$ cat config.mk
export PLATFORM = sky130hd
export DESIGN_NAME = sem_flag_unit
export DESIGN_NICKNAME = d
export VERILOG_FILES = /design/src/rtl/sem_pkg.sv /design/src/rtl/sem_port_decode.sv /design/src/rtl/sem_flag_cell.sv /design/src/rtl/sem_read_path.sv /design/src/rtl/sem_flag_unit.sv
export SDC_FILE = /design/constraint.sdc
export NUM_CORES = 1
export LEC_CHECK = 0
export ABC_AREA = 1
export CAP_MARGIN = 20
export CORE_MARGIN = 5
export CORE_UTILIZATION = 55
export CTS_CLUSTER_SIZE = 12
export DETAILED_ROUTE_END_ITERATION = 7
export DONT_BUFFER_PORTS = 1
export PLACE_DENSITY = 0.7
export SLEW_MARGIN = 0
export SYNTH_ARGS = -nofsm -noshare
export SYNTH_HDL_FRONTEND = slang
export SYNTH_SLANG_ARGS = --single-unit
$ cat constraint.sdc
create_clock -name clk -period 3.57 [get_ports clk]
set_clock_uncertainty 0.1 [all_clocks]
set_input_delay 1.071 -clock clk [delete_from_list [all_inputs] [get_ports clk]]
set_output_delay 1.071 -clock clk [all_outputs]
set_load 0.005 [all_outputs]
$ cat src/rtl/sem_pkg.sv
package sem_pkg;
  typedef enum logic [1:0] {
    OWN_NONE = 2'd0,
    OWN_A    = 2'd1,
    OWN_B    = 2'd2
  } owner_t;
endpackage

$ cat src/rtl/sem_port_decode.sv
module sem_port_decode #(
  parameter int DATA_W = 8
) (
  input  logic              chip_en_n,
  input  logic              flag_sel_n,
  input  logic              rd_wr_n,
  input  logic              out_en_n,
  input  logic [DATA_W-1:0] wdata,
  output logic              wr_en,
  output logic              wr_bit,
  output logic              rd_en
);
  logic access;
  logic wdata_unused;

  assign access       = !flag_sel_n && chip_en_n;
  assign wr_en        = access && !rd_wr_n;
  assign rd_en        = access && rd_wr_n && !out_en_n;
  assign wr_bit       = wdata[0];
  assign wdata_unused = ^wdata[DATA_W-1:1];
endmodule

$ cat src/rtl/sem_flag_cell.sv
module sem_flag_cell
  import sem_pkg::*;
(
  input  logic clk,
  input  logic rst,
  input  logic a_wr,
  input  logic a_bit,
  input  logic b_wr,
  input  logic b_bit,
  output logic own_a,
  output logic own_b,
  output logic pend_b
);
  owner_t owner_q;
  logic   pend_b_q;
  logic   req_a, rel_a, req_b, rel_b;

  assign req_a = a_wr && !a_bit;
  assign rel_a = a_wr && a_bit;
  assign req_b = b_wr && !b_bit;
  assign rel_b = b_wr && b_bit;

  always_ff @(posedge clk) begin
    if (rst) begin
      owner_q  <= OWN_NONE;
      pend_b_q <= 1'b0;
    end else begin
      unique case (owner_q)
        OWN_NONE: begin
          if (req_a) begin
            owner_q  <= OWN_A;
            pend_b_q <= req_b;
          end else if (req_b) begin
            owner_q <= OWN_B;
          end
        end
        OWN_A: begin
          if (rel_a) begin
            owner_q  <= (pend_b_q && !rel_b) ? OWN_B : OWN_NONE;
            pend_b_q <= 1'b0;
          end else if (rel_b) begin
            pend_b_q <= 1'b0;
          end
        end
        OWN_B: begin
          if (rel_b) owner_q <= OWN_NONE;
        end
        default: owner_q <= OWN_NONE;
      endcase
    end
  end

  assign own_a  = (owner_q == OWN_A);
  assign own_b  = (owner_q == OWN_B);
  assign pend_b = pend_b_q;
endmodule

$ cat src/rtl/sem_read_path.sv
module sem_read_path #(
  parameter int NUM_FLAGS = 8,
  parameter int DATA_W    = 8,
  localparam int ADDR_W   = $clog2(NUM_FLAGS)
) (
  input  logic                 clk,
  input  logic                 rst,
  input  logic                 rd_en,
  input  logic [ADDR_W-1:0]    addr,
  input  logic [NUM_FLAGS-1:0] own_self,
  output logic [DATA_W-1:0]    rdata
);
  always_ff @(posedge clk) begin
    if (rst)        rdata <= '1;
    else if (rd_en) rdata <= {DATA_W{!own_self[addr]}};
  end
endmodule

$ cat src/rtl/sem_flag_unit.sv
module sem_flag_unit #(
  parameter int NUM_FLAGS = 8,
  parameter int DATA_W    = 8,
  localparam int ADDR_W   = $clog2(NUM_FLAGS)
) (
  input  logic              clk,
  input  logic              rst,
  input  logic              a_chip_en_n,
  input  logic              a_flag_sel_n,
  input  logic              a_rd_wr_n,
  input  logic              a_out_en_n,
  input  logic [ADDR_W-1:0] a_addr,
  input  logic [DATA_W-1:0] a_wdata,
  output logic [DATA_W-1:0] a_rdata,
  input  logic              b_chip_en_n,
  input  logic              b_flag_sel_n,
  input  logic              b_rd_wr_n,
  input  logic              b_out_en_n,
  input  logic [ADDR_W-1:0] b_addr,
  input  logic [DATA_W-1:0] b_wdata,
  output logic [DATA_W-1:0] b_rdata
);
  logic a_wr_en, a_wr_bit, a_rd_en;
  logic b_wr_en, b_wr_bit, b_rd_en;
  logic [NUM_FLAGS-1:0] own_a_vec, own_b_vec, pend_b_vec;

  sem_port_decode #(.DATA_W(DATA_W)) u_dec_a (
    .chip_en_n(a_chip_en_n), .flag_sel_n(a_flag_sel_n), .rd_wr_n(a_rd_wr_n),
    .out_en_n(a_out_en_n), .wdata(a_wdata),
    .wr_en(a_wr_en), .wr_bit(a_wr_bit), .rd_en(a_rd_en)
  );

  sem_port_decode #(.DATA_W(DATA_W)) u_dec_b (
    .chip_en_n(b_chip_en_n), .flag_sel_n(b_flag_sel_n), .rd_wr_n(b_rd_wr_n),
    .out_en_n(b_out_en_n), .wdata(b_wdata),
    .wr_en(b_wr_en), .wr_bit(b_wr_bit), .rd_en(b_rd_en)
  );

  for (genvar i = 0; i < NUM_FLAGS; i++) begin : g_flag
    sem_flag_cell u_cell (
      .clk(clk), .rst(rst),
      .a_wr(a_wr_en && (a_addr == ADDR_W'(i))), .a_bit(a_wr_bit),
      .b_wr(b_wr_en && (b_addr == ADDR_W'(i))), .b_bit(b_wr_bit),
      .own_a(own_a_vec[i]), .own_b(own_b_vec[i]), .pend_b(pend_b_vec[i])
    );
  end

  sem_read_path #(.NUM_FLAGS(NUM_FLAGS), .DATA_W(DATA_W)) u_rd_a (
    .clk(clk), .rst(rst), .rd_en(a_rd_en), .addr(a_addr),
    .own_self(own_a_vec), .rdata(a_rdata)
  );

  sem_read_path #(.NUM_FLAGS(NUM_FLAGS), .DATA_W(DATA_W)) u_rd_b (
    .clk(clk), .rst(rst), .rd_en(b_rd_en), .addr(b_addr),
    .own_self(own_b_vec), .rdata(b_rdata)
  );
endmodule

==> impl_results.md, run 1 <==
* Core Util, Final at 54.7%
* Reg-to-Reg End: g_flag[7].u_cell.owner_q[1]$_SDFFE_PP0P_
* Site row count at 23
* Worst setup path class: flop to output port
* Worst IR drop on VDD at 0.163 mV
* RSZ-0062 raised after global routing: no
* Maximum clock frequency at 481 MHz
* Combinational power share at 24.0%
* Area Growth Syn to Fin at -1.93%
* Largest net degree at the start of global routing at 19
* Net switching power at 239 uW
* Clk sinks at 26
* Vias in the first global route at 2078
* CTS tree: done
* FF-to-FF setup slack at 2.22 ns
* TritonCTS buffer count at 3
* Register bit total from synthesis at 26
* RePlAce Congestion at 0.855
* Critical path capture point type: output port
* Seq/Total Area, Yosys at 23.7%
* # IOs at 48
* Status: finished, final reports clean
* Hold depth at 2
* Detail Placement HPWL at 3910 um
* GR Overflow Total at 0
* Initial Util at 55.8%
* P_int at 470 uW
* First-pass DRT Iterations at 4
* R2R cell count at 8
* H-tree Lvls at 1
* Final Hold Fails at 0
* Post-cts resize count at 0
* Worst min-delay path class: flop to flop
* Final nets at 414
* # hold bufs at CTS at 0
* Worst-margin pin slew at 0.523 ns
* First-pass GRT wire length at 9050 um
* Antenna violations before repair at 0
* Vias per cell at 5.16
* Startpoint types: flop
* Slew Viols, Final at 0
* DRT antenna net count at 0
* Die Span Y at 73.2 um
* Warnings from Yosys at 0
* Post-CTS setup buffers at 0
* CP required at 2.40 ns
* Clock Path Buffers at 2
* Flop pwr share at 47.3%
* Hold EP: g_flag[6].u_cell.pend_b$_SDFFE_PP0P_
* Fraction of layout cells with a size suffix above 1 at 5.51%
* Final min period at 2.08 ns
* Die area at 5360 um2
* CTS root buf: clkbuf_8
* Switch share at 33.7%
* Synthesized area per cell at 5.50 um2
* Core area at 3940 um2
* Netlist cell types at 22
* Syn Inst Count at 400
* Fin Setup TNS at 0 ns
* Number of max-cap violations at 0
* Total Routed Length at 5100 um
* DR iter-0 viols at 116
* Chip Width at 73.2 um
* Vias at 2226
* DR WL/cell at 11.8 um
* Clock Latency Late Sink at 0.28 ns
* Diodes inserted at 0
* Crit Path Max Fanout at 9
* # setup viols final at 0
* HP Start: g_flag[6].u_cell.pend_b$_SDFFE_PP0P_
* Clk pwr share at 28.7%
* Relative slew slack at 65.1%
* Clk slew on worst S/H paths at 0.10 ns
* Critical R2R Launch: g_flag[7].u_cell.owner_q[0]$_SDFFE_PP0P_
* Tcrit/Tclk final at 58.3%
* Mapped cell area at 2200 um2
* CP arrival at 0.91 ns
* Pwr dens at 329 nW/um2
* GRT Total Usage at 21.1%
* Port bufs at 0
* Pleak at 0.000959 uW
* DRC at 0
* Syn_nets at 432
cell usage in the layout (no fill, tap or decap):
cell       netlist  layout
nand2_1        111     111
nor2_1          80      80
inv_1           55      55
nand3_1         40      40
dfxtp_1         26      26
a21oi_1         22      22
o21ai_0         11      11
nand4_1          8       8
nor3_1           5       5
nor2_2           4       4
nand3_2          4       4
a21oi_2          4       4
clkbuf_8         0       4
nand2_2          2       2
nor2_4           2       2
inv_2            1       1
o2111ai_1        1       1
o211ai_1         1       1
flip-flops by register name, summed over array words and instances, names as in the netlist:
signal	cells
u_rd_b.rdata	1
g_flag.u_cell.pend_b	8
u_rd_a.rdata	1
g_flag.u_cell.owner_q	16
through the flow:
step	std cells	hold slack, ns	cell area, um2	total power (uW)	setup WS, ns
global placement	427	0.364	2100	507	1.24
detailed placement	427	0.371	2100	511	1.21
floorplan	400	0.352	2200	496	1.46
CTS	431	0.396	2160	714	1.48
finish	431	0.389	2160	709	1.49
global route	431	0.421	2160	762	1.28
cells by family (layout without fill, tap and decap cells):
kind of cell,after synthesis,count (layout),share of synthesized area (%)
and+or+nand+nor,256,256,49.7
buffers and inverters,79,60,16.8
AOI/OAI and AO/OA,39,39,9.84
DFF,26,26,23.7
layer usage:
layer | wire length, um | part of all wire, % | global-route usage [%]
met3 | 203 | 4.0 | 2.62
met1 | 2490 | 49 | 27.5
met4 | 80 | 1.6 | 7.58
met5 | 0 | 0 | 0
met2 | 2320 | 46 | 35.4
tightest hold or removal path, stage by stage (launching register included):
cell and delay (ns):
dfxtp_1 0.34, a21oi_1 0.04, nor2_1 0.08
how the worst max path moves through the flow:
stage,startpoint,end,cells after the start
after floorplan,a_wdata[0],g_flag[5].u_cell.pend_b$_SDFFE_PP0P_,8
after global placement,a_flag_sel_n,g_flag[4].u_cell.owner_q[1]$_SDFFE_PP0P_,8
after detailed placement,a_flag_sel_n,g_flag[7].u_cell.owner_q[1]$_SDFFE_PP0P_,8
after CTS,u_rd_b.rdata[0]$_SDFFE_PP1P_,b_rdata[2],0
after global routing,a_flag_sel_n,g_flag[3].u_cell.owner_q[1]$_SDFFE_PP0P_,8
final,u_rd_b.rdata[0]$_SDFFE_PP1P_,b_rdata[2],0
cells in the mapped netlist, drive strengths merged:
library cell  instances  area [um2]
dfxtp                26         521
o2111ai               1        8.76
nand4                 8        50.1
nand3                44         240
o21ai                11        55.1
a21oi                26         145
nand2               113         429
buf                  21         153
nor2                 86         348
inv                  56         210
o211ai                1        7.51
clkbuf                2        7.51
nor3                  5        25.0
layout make-up:
class / instances / area (um2)
clock buffer: 4 / 55.1
fill: 420 / 1790
inverter: 56 / 210
tap: 50 / 62.6
multi-input combinational: 295 / 1310
sequential: 26 / 520
power by group through the flow:
stage	clock network, uW	logic (uW)	registers [uW]
global route	220	202	340
detailed placement	0	169	342
CTS	208	170	336
finish	203	170	336
global placement	0	165	341
floorplan	0	160	336
Note: power is estimated with default switching activity, not from simulation.
==> run 2: changes to the inputs <==
==> constraint.sdc (replaced) <==
create_clock -name clk -period 2 [get_ports clk]
set_clock_uncertainty 0.1 [all_clocks]
set_input_delay 0.6 -clock clk [delete_from_list [all_inputs] [get_ports clk]]
set_output_delay 0.6 -clock clk [all_outputs]
set_load 0.005 [all_outputs]
==> run 2 against run 1 <==
Compared with the run above: sequential power grew 78%; sequential share of layout area shrank 0.070 points; global-route usage shrank 0.82 points; clock power grew 50%; combinational power grew 80%; wire length shrank 3.6%; die area is the same; highest routed layer unchanged; register-to-register slack lost 1.5 ns; first-iteration DRC count grew 56%.
==> impl_results.md, run 2 (same netlist as run 1, synthesis figures left out) <==
* Fraction of layout cells with a size suffix above 1 at 5.51%
* R2R cell count at 7
* Core area at 3940 um2
* Met1 WL at 2360 um
* Hold EP: g_flag[5].u_cell.owner_q[0]$_SDFFE_PP0P_
* Tcrit/Tclk final at 79.8%
* DRT antenna net count at 0
* Final min period at 1.60 ns
* FF-to-FF setup slack at 0.71 ns
* Status: finished, final reports clean
* Final Hold Fails at 0
* Uppermost layer routed: met4
* Switch share at 33.7%
* Reg-to-Reg End: g_flag[1].u_cell.owner_q[1]$_SDFFE_PP0P_
* RSZ-0062 raised after global routing: no
* # hold bufs at CTS at 0
* Vias per cell at 5.04
* Crit path from: u_rd_b.rdata[0]$_SDFFE_PP1P_
* Cell Count, Final, Fillers Out at 431
* Vias in the first global route at 1979
* Final nets at 415
* Area Growth Syn to Fin at -1.65%
* Critical Path Stages at 0
* Relative slew slack at 62.8%
* GR Overflow Total at 0
* Worst min-delay path class: primary input to flop
* Startpoint types: flop
* GRT Total Usage at 20.3%
* Critical path capture point type: output port
* Commonest non-fill, non-tap cell in the layout: nand2_1
* Critical R2R Launch: g_flag[1].u_cell.owner_q[1]$_SDFFE_PP0P_
* Clock Latency Late Sink at 0.28 ns
* Cells after DPL at 428
* Fillers at 398
* Die area at 5360 um2
* Max reg flops at 16
* Clk sinks at 26
* Commonest non-fill, non-tap cells in the layout: nand2_1 (111), nor2_1 (80), inv_1 (55)
* P_int at 801 uW
* Pwr dens at 559 nW/um2
* TritonCTS buffer count at 3
* Number of max-cap violations at 0
* Combinational power share at 25.3%
* CTS tree: done
* Chip Width at 73.2 um
* Vias at 2173
* Antenna violations before repair at 0
* Metal2 WL at 2270 um
* Total Routed Length at 4910 um
* Crit Path Max Fanout at 9
* Worst IR drop on VDD at 0.261 mV
* # IOs at 48
* Fin Setup TNS at 0 ns
* DR WL/cell at 11.4 um
* CP required at 1.30 ns
* First-pass DRT Iterations at 6
* Worst setup margin at 0.404 ns
* Worst-margin pin slew at 0.557 ns
* CTS root buf: clkbuf_8
* Clk pwr share at 25.2%
* Initial Util at 55.8%
* HP Start: rst
* Slew Viols, Final at 0
* # setup viols final at 0
* Design Power at 1210 uW
* Diodes inserted at 0
* Detail Placement HPWL at 3830 um
* RePlAce Congestion at 0.857
* Site row count at 23
* CP arrival at 0.90 ns
* H-tree Lvls at 1
* Die Span Y at 73.2 um
* Port bufs at 0
* Post-Place Setup Slack at 0.256 ns
* Net switching power at 408 uW
* Maximum clock frequency at 626 MHz
* Clock Path Buffers at 2
* Biggest register: g_flag.u_cell.owner_q
* Worst setup path class: flop to output port
* DRC at 0
* Post-cts resize count at 0
* Clk slew on worst S/H paths at 0.09 ns
* Largest net degree at the start of global routing at 19
* Flop pwr share at 49.4%
* Pleak at 0.000960 uW
* Hold slack at 0.279 ns
* DR iter-0 viols at 181
* DR WL met3 at 251 um
* Post-CTS setup buffers at 0
* First-pass GRT wire length at 8670 um
* Hold depth at 1
==> run 2: layout make-up <==
| type | instances | area, um2 | share of cell area [%] |
|---|---|---|---|
| flip-flops and latches | 26 | 520 | 24.1 |
| clock buffers | 3 | 41.3 | 1.91 |
| inverters | 56 | 210 | 9.72 |
| repair buffers | 1 | 20.0 | 0.925 |
| well taps | 50 | 62.6 | 2.89 |
| multi-input cells | 295 | 1310 | 60.5 |
==> run 2: how the worst max path moves through the flow <==
stage | to | slack, ns
2_1_floorplan | g_flag[5].u_cell.pend_b$_SDFFE_PP0P_ | 0.36
3_3_place_gp | g_flag[0].u_cell.owner_q[1]$_SDFFE_PP0P_ | 0.28
3_5_place_dp | g_flag[1].u_cell.owner_q[1]$_SDFFE_PP0P_ | 0.26
4_1_cts | b_rdata[2] | 0.39
5_1_grt | b_rdata[6] | 0.31
6_report | b_rdata[2] | 0.40
==> run 2: per-stage QoR <==
| step | cell area [um2] | util, % |
|---|---|---|
| CTS | 2160 | 54.9 |
| floorplan | 2200 | - |
| detailed placement | 2120 | 53.8 |
| finish | 2160 | 54.9 |
| global placement | 2120 | 53.8 |
| global route | 2160 | 54.9 |
==> run 2: power groups by stage <==
stage | clock network (uW) | registers, uW | logic (uW)
2_1_floorplan | 0 | 600 | 286
3_3_place_gp | 0 | 609 | 299
3_5_place_dp | 0 | 610 | 304
4_1_cts | 316 | 598 | 305
5_1_grt | 337 | 607 | 362
6_report | 305 | 598 | 306
==> run 2: layer usage <==
layer / vias up / global-route usage, %
met3: 4 / 2.75
met5: - / 0
met4: 0 / 4.71
li1: 1201 / -
met2: 42 / 34.3
met1: 926 / 27.1
==> run 3: changes to the inputs <==
==> constraint.sdc (replaced) <==
create_clock -name clk -period 1.6 [get_ports clk]
set_clock_uncertainty 0.1 [all_clocks]
set_input_delay 0.48 -clock clk [delete_from_list [all_inputs] [get_ports clk]]
set_output_delay 0.48 -clock clk [all_outputs]
set_load 0.005 [all_outputs]
==> run 3 against run 2 <==
Compared with the run above: sequential share of layout area decreased by 0.17 points; via count increased by 3.3%; register-to-register slack got worse by 0.38 ns; sequential power increased by 25%; first-iteration DRC count decreased by 39%; critical path depth unchanged; combinational power increased by 26%; non-clock buffer count increased by 2; core utilization increased by 0.38 points; count of clock-buffer cells in the layout unchanged; global-route usage decreased by 0.38 points; critical endpoint is now b_rdata[5]; largest power group unchanged.
==> impl_results.md, run 3 (same netlist as run 1, synthesis figures left out) <==
* Biggest register: g_flag.u_cell.owner_q
* Fillers at 399
* H-tree Lvls at 1
* RSZ-0062 raised after global routing: no
* Maximum clock frequency at 679 MHz
* Relative slew slack at 69.0%
* CP required at 1.02 ns
* DRC at 0
* Hold slack at 0.160 ns
* Post-cts resize count at 0
* Max reg flops at 16
* Number of max-cap violations at 0
* GRT Total Usage at 19.9%
* Startpoint types: flop
* DR WL/cell at 11.4 um
* Commonest non-fill, non-tap cells in the layout: nand2_1 (111), nor2_1 (80), inv_1 (55)
* CP endpoint: b_rdata[5]
* Largest net degree at the start of global routing at 19
* Vias in the first global route at 2019
* Clk sinks at 26
* Clock Path Buffers at 2
* CP arrival at 0.89 ns
* Vias per cell at 5.18
* Area of the multi-input gates at 1310 um2
* Clock Latency Late Sink at 0.27 ns
* Crit Path Max Fanout at 9
* Final Hold Fails at 0
* Critical R2R Launch: g_flag[7].u_cell.owner_q[0]$_SDFFE_PP0P_
* Pleak at 0.000969 uW
* Diodes inserted at 0
* Pwr dens at 698 nW/um2
* Worst setup path class: flop to output port
* RePlAce Congestion at 0.879
* Area Growth Syn to Fin at -0.967%
* Critical path capture point type: output port
* Slew Viols, Final at 0
* Detail Placement HPWL at 3860 um
* Placed cell areas at 2140 um2
* DR iter-0 viols at 110
* Reg-to-Reg End: g_flag[7].u_cell.owner_q[1]$_SDFFE_PP0P_
* # IOs at 48
* # hold bufs at CTS at 0
* Tcrit/Tclk final at 92.0%
* Initial Util at 55.8%
* Post-CTS setup buffers at 0
* Commonest non-fill, non-tap cell in the layout: nand2_1
* R2R cell count at 8
* CTS tree: done
* Die Span Y at 73.2 um
* Final min period at 1.47 ns
* First-pass DRT Iterations at 4
* Critical Path Stages at 0
* GR Overflow Total at 0
* Site row count at 23
* Die area at 5360 um2
* Register Area at 520 um2
* Vias at 2245
* DRT antenna net count at 0
* Chip Width at 73.2 um
* First-pass GRT wire length at 8580 um
* Worst-margin pin slew at 0.464 ns
* Finished Cell Area at 2180 um2
* TritonCTS buffer count at 3
* Crit path from: u_rd_b.rdata[0]$_SDFFE_PP1P_
* FF-to-FF setup slack at 0.33 ns
* Antenna violations before repair at 0
* Core Util, Final at 55.3%
* Total Routed Length at 4920 um
* Final nets at 417
* Clk slew on worst S/H paths at 0.09 ns
* Core area at 3940 um2
* Fraction of layout cells with a size suffix above 1 at 6.01%
* Status: finished, final reports clean
* Worst IR drop on VDD at 0.372 mV
* CTS root buf: clkbuf_8
* Worst min-delay path class: primary input to flop
* # setup viols final at 0
* Port bufs at 0
-- run 3: worst min-delay path by stage --
stage / start / end / slack [ns] / cells after the start
2_1_floorplan: g_flag[0].u_cell.pend_b$_SDFFE_PP0P_ / g_flag[0].u_cell.pend_b$_SDFFE_PP0P_ / 0.35 / 2
3_3_place_gp: g_flag[6].u_cell.pend_b$_SDFFE_PP0P_ / g_flag[6].u_cell.pend_b$_SDFFE_PP0P_ / 0.36 / 2
3_5_place_dp: g_flag[6].u_cell.pend_b$_SDFFE_PP0P_ / g_flag[6].u_cell.pend_b$_SDFFE_PP0P_ / 0.37 / 2
4_1_cts: rst / g_flag[6].u_cell.owner_q[0]$_SDFFE_PP0P_ / 0.16 / 1
5_1_grt: rst / g_flag[7].u_cell.owner_q[0]$_SDFFE_PP0P_ / 0.14 / 1
6_report: rst / g_flag[6].u_cell.owner_q[0]$_SDFFE_PP0P_ / 0.16 / 1
-- run 3: where the power goes --
| group | total [uW] | internal, uW | switching, uW | leakage, uW |
|---|---|---|---|---|
| Sequential | 748 | 693 | 54.7 | 0.000211 |
| Combinational | 385 | 141 | 244 | 0.000737 |
| Clock | 388 | 169 | 219 | 0.0000216 |
| Total | 1520 | 1000 | 517 | 0.000969 |
-- run 3: stage by stage --
stage               setup WS [ns]  TNS [ns]  std cells  power (uW)
floorplan                  0.0845         0        400        1110
global placement          0.00325         0        430        1140
detailed placement        -0.0102   -0.0189        430        1150
CTS                         0.111         0        433        1520
global route               0.0265         0        433        1640
finish                      0.128         0        433        1520
-- run 3: area by class of cell --
type	count	share of cell area (%)
repair buffers	3	1.61
flip-flops and latches	26	23.9
inverters	56	9.65
clock buffers	3	1.90
well taps	50	2.87
multi-input cells	295	60.1
-- run 3: metal layers --
layer	vias up	GRT usage [%]	part of all wire (%)
li1	1205	-	-
met1	989	26.1	48
met2	47	34.8	46
met3	4	2.20	5.2
met4	0	4.30	0.77
met5	-	0	0
